<file path="src/rtl/sit_pkg.sv">
package sit_pkg;
  typedef enum logic [1:0] {
    ACT_EXEC   = 2'b00,
    ACT_GP     = 2'b01,
    ACT_VMTRAP = 2'b10
  } act_e;
endpackage

</file>
<file path="src/rtl/sit_group_lut.sv">
module sit_group_lut #(
  parameter int CLASS_W = 4,
  parameter logic [(1<<CLASS_W)-1:0] PRIV_MASK = '0,
  parameter logic [(1<<CLASS_W)-1:0] SENS_MASK = '0
) (
  input  logic [CLASS_W-1:0] grp,
  output logic               is_priv,
  output logic               is_sens
);
  localparam int NGRP = 1 << CLASS_W;

  logic [NGRP-1:0] priv_v;
  logic [NGRP-1:0] sens_v;

  // One entry per group; a group marked privileged is also treated as sensitive.
  for (genvar g = 0; g < NGRP; g++) begin : g_entry
    assign priv_v[g] = PRIV_MASK[g];
    assign sens_v[g] = SENS_MASK[g] | PRIV_MASK[g];
  end

  assign is_priv = priv_v[grp];
  assign is_sens = sens_v[grp];
endmodule

</file>
<file path="src/rtl/sit_decide.sv">
module sit_decide
  import sit_pkg::*;
#(
  parameter int CLASS_W = 4,
  parameter int PL_W    = 2
) (
  input  logic               valid,
  input  logic [CLASS_W-1:0] grp,
  input  logic [PL_W-1:0]    pl,
  input  logic               guest,
  input  logic               is_priv,
  input  logic               is_sens,
  output act_e               act_nxt,
  output logic [CLASS_W-1:0] cause_nxt
);
  logic deprivileged;
  assign deprivileged = (pl != '0);

  always_comb begin
    act_nxt   = ACT_EXEC;
    cause_nxt = '0;
    if (valid && deprivileged) begin
      if (guest && is_sens) begin
        act_nxt   = ACT_VMTRAP;
        cause_nxt = grp;
      end else if (!guest && is_priv) begin
        act_nxt   = ACT_GP;
        cause_nxt = grp;
      end
    end
  end
endmodule

</file>
<file path="src/rtl/sit_out_reg.sv">
module sit_out_reg
  import sit_pkg::*;
#(
  parameter int CLASS_W = 4
) (
  input  logic               clk,
  input  logic               rst,
  input  act_e               act_nxt,
  input  logic [CLASS_W-1:0] cause_nxt,
  output logic [1:0]         act_q,
  output logic [CLASS_W-1:0] cause_q,
  output logic               flush_q
);
  always_ff @(posedge clk) begin
    if (rst) begin
      act_q   <= ACT_EXEC;
      cause_q <= '0;
      flush_q <= 1'b0;
    end else begin
      act_q   <= act_nxt;
      cause_q <= cause_nxt;
      flush_q <= (act_nxt != ACT_EXEC);
    end
  end
endmodule

</file>
<file path="src/rtl/sit_trap_filter.sv">
module sit_trap_filter
  import sit_pkg::*;
#(
  parameter int CLASS_W = 4,
  parameter int PL_W    = 2,
  parameter logic [(1<<CLASS_W)-1:0] PRIV_MASK = 16'h0006,
  parameter logic [(1<<CLASS_W)-1:0] SENS_MASK = 16'h0678
) (
  input  logic               clk,
  input  logic               rst,
  input  logic               dec_valid,
  input  logic [CLASS_W-1:0] dec_group,
  input  logic [PL_W-1:0]    cur_pl,
  input  logic               guest_on,
  output logic [1:0]         act_code,
  output logic [CLASS_W-1:0] cause_code,
  output logic               stall_flush
);
  logic               is_priv;
  logic               is_sens;
  act_e               act_nxt;
  logic [CLASS_W-1:0] cause_nxt;

  sit_group_lut #(
    .CLASS_W  (CLASS_W),
    .PRIV_MASK(PRIV_MASK),
    .SENS_MASK(SENS_MASK)
  ) lut_i (
    .grp    (dec_group),
    .is_priv(is_priv),
    .is_sens(is_sens)
  );

  sit_decide #(
    .CLASS_W(CLASS_W),
    .PL_W   (PL_W)
  ) dec_i (
    .valid    (dec_valid),
    .grp      (dec_group),
    .pl       (cur_pl),
    .guest    (guest_on),
    .is_priv  (is_priv),
    .is_sens  (is_sens),
    .act_nxt  (act_nxt),
    .cause_nxt(cause_nxt)
  );

  sit_out_reg #(
    .CLASS_W(CLASS_W)
  ) oreg_i (
    .clk      (clk),
    .rst      (rst),
    .act_nxt  (act_nxt),
    .cause_nxt(cause_nxt),
    .act_q    (act_code),
    .cause_q  (cause_code),
    .flush_q  (stall_flush)
  );
endmodule

</file>
<file path="config.mk">
export PLATFORM = sky130hd
export DESIGN_NAME = sit_trap_filter
export DESIGN_NICKNAME = d
export VERILOG_FILES = /design/src/rtl/sit_pkg.sv /design/src/rtl/sit_group_lut.sv /design/src/rtl/sit_decide.sv /design/src/rtl/sit_out_reg.sv /design/src/rtl/sit_trap_filter.sv
export SDC_FILE = /design/constraint.sdc
export NUM_CORES = 1
export LEC_CHECK = 0
export CORE_AREA = 2 2 39 41
export DETAILED_ROUTE_END_ITERATION = 12
export DIE_AREA = 0 0 41 43
export MAX_ROUTING_LAYER = met4
export REMOVE_ABC_BUFFERS = 1
export SETUP_SLACK_MARGIN = 0.02
export SLEW_MARGIN = 5
export SYNTH_ARGS = -nofsm -noshare
export SYNTH_HDL_FRONTEND = slang
export SYNTH_HIERARCHICAL = 1
export SYNTH_SLANG_ARGS = --single-unit
</file>
<file path="constraint.sdc">
create_clock -name clk -period 1.75 [get_ports clk]
set_input_delay 0.2625 -clock clk [delete_from_list [all_inputs] [get_ports clk]]
set_output_delay 0.2625 -clock clk [all_outputs]
set_load 0.01 [all_outputs]
</file>
==> results.toml <==
[status]
status = "finished, final reports clean"

[clock_network]
h-tree-depth = 1
clockRootBuffer = "clkbuf_4"
tritoncts = "yes"
cts_sinks = 7
cts_made_buffers = 3
clkSlewWorstSetupHoldPaths_ps = 50
clockBufferDepth = 2

[yosys]
ys_types = 13
syn-instance-count = 32
synth_seq_cells = 7
synth_area_per_cell_um2 = 10.7
ys_warn_count = 6
ys_seq_area_share_pct = 40.9
synth_area_um2 = 343

[timing]
final.period_utilization_pct = 90.7
setup_ws_ps = 163
finalHoldViolCount = 0
setup_viol = 0
worst_pin_slew_ps = 394
rsz0062_at_grt = "false"
maxSlewHeadroom_pct = 73.5
fmax_mhz = 630
fin_crit_ps = 1590
final-max-slew-violation-count = 0

[routing]
wl_per_cell_um = 9.99
vias = 306
drc = 0
firstDrtPassIters = 2
dr.first_iter.drc_count = 2
drt_wl_total_um = 719
vias_per_cell = 4.25
ant_nets = 0

[worst_setup_path]
crit_chain = "clkdlybuf4s50_1, and2b_1, o32ai_2, mux2i_2, nor3b_1, and2b_2"
slowest_delay_ps = 500
start_kind = "input port"
crit_fanout = 4
worstSetupPathType = "in2reg"
cp-startpoint = "dec_group[3]"
worstPathRequired_ps = 1950
slowest_stage = "clkdlybuf4s50_1"
crit_arrival_ps = 1780
cp-end-kind = "register"

[cells_and_area]
fillers = 150
multi_input_area_um2 = 211
drive_gt1_share_pct = 33.9
diodes = 0
fin_cells = 72
fin_nets = 69
ff_latch_area_um2 = 140
final_cell_mix = "clkdlybuf4s50_1 (14), dfxtp_1 (7), nor3b_1 (6), and2b_2 (6), buf_4 (4)"
areaGrowthSynthToFinish_pct = 73.0
final_common_cell = "clkdlybuf4s50_1"
fin_area_um2 = 593

[power_and_ir_drop]
power_frac_comb_pct = 20.0
leakage_nw = 0.248
seqPwrFrac_pct = 42.9
cellInternalPower_w = 0.000299
power_frac_clock_pct = 37.2
p_per_area_mw_per_mm2 = 646
peakVddDrop_mv = 0.539
p_sw_w = 0.0000844
p_sw_share_pct = 22.1

[global_route]
grt_pass1_wl_um = 1170
grt_usage_pct = 10.6
grt_overflow = 0
grt_antenna_before_repair = 0
grt_max_degree = 8
grt_pass1_vias = 295

[hold_path]
min_from = "dec_group[0]"
hold_depth = 4
hp-class = "in2reg"

[placed_design]
dp_hpwl_um = 554
placed_area_um2 = 546
placed_cells = 67
io_buffers = 16
gp_congestion = 0.685
pre_cts_ws_ps = -428

[die]
initial_core_util_pct = 24.8
rows = 14
fp.dieH_um = 43
pin_count = 17
core-area_mm2 = 0.00138
die_w_um = 41
die_area_mm2 = 0.00176

[run]
drv_cap = 0
-- power by group through the flow --
stage | Combinational [W] | Clock, W | Sequential [W]
after floorplan | 0.0000273 | 0 | 0.000169
after global placement | 0.0000700 | 0 | 0.000167
after detailed placement | 0.0000705 | 0 | 0.000167
after CTS | 0.0000769 | 0.000153 | 0.000164
after global routing | 0.0000834 | 0.000160 | 0.000164
final | 0.0000764 | 0.000142 | 0.000164
-- metrics by stage --
step,setup TNS (ps),hold WS (ps),utilization (%),total power (W)
finish,0,669,42.9,0.000383
global route,0,714,42.9,0.000408
CTS,0,677,42.9,0.000394
detailed placement,-2230,998,39.4,0.000238
global placement,-2110,997,39.4,0.000237
floorplan,0,441,-,0.000196
-- layout make-up --
class	instances	area share, %
clock buffer	4	4.43
inverter	2	1.27
multi-input combinational	23	35.7
sequential	7	23.6
tap	16	3.38
timing repair buffer	20	31.6
-- registers in the layout, summed over array words and instances (netlist names) --
| register | count |
|---|---|
| oreg_i/act_q | 2 |
| oreg_i/cause_q | 4 |
| oreg_i/flush_q | 1 |
-- synthesized netlist by cell type (all sizes together) --
master / instances / area, um^2
and2b: 8 / 67.6
dfxtp: 7 / 140
nor3b: 6 / 45.0
ha: 2 / 25.0
inv: 2 / 7.51
mux2i: 1 / 10.0
nand2: 1 / 3.75
nand2b: 1 / 8.76
nor2: 1 / 3.75
o21ai: 1 / 5.00
o21ba: 1 / 10.0
o32ai: 1 / 16.3
-- worst max-delay path, delay by kind of cell --
kind / cells / cell delay, ps
AOI/OAI and AO/OA: 1 / 300
buffers and inverters: 1 / 500
muxes: 1 / 160
and+or+nand+nor: 3 / 550
-- worst paths after layout --
kind / slack (ps) / to
worst min-delay path: 670 / oreg_i/cause_q[0]
worst max-delay path: 160 / oreg_i/cause_q[2]
-- per-layer routing --
metal	vias to the layer above	share of wire [%]	track usage, %
li1	160	-	-
met1	135	36	10.3
met2	11	57	16.3
met3	0	7.6	6.81
met4	0	0	4.00
met5	-	0	-
-- cells by family (layout without fill, tap and decap cells) --
group / count (synthesis) / in the layout / share of synthesized area (%)
mux: 1 / 1 / 2.92
simple gates: 17 / 17 / 37.6
fa+ha+maj: 2 / 2 / 7.30
compound gates: 3 / 3 / 9.12
flops: 7 / 7 / 40.9
buf+inv: 2 / 26 / 2.19
-- what timing repair did --
action / 4_1_cts / 5_1_grt
resized for setup: 5 / 0
buffers inserted: 1 / 0
setup endpoints to repair: 5 / 0
hold buffers: 0 / 0
Power figures use the tool's default switching activity.
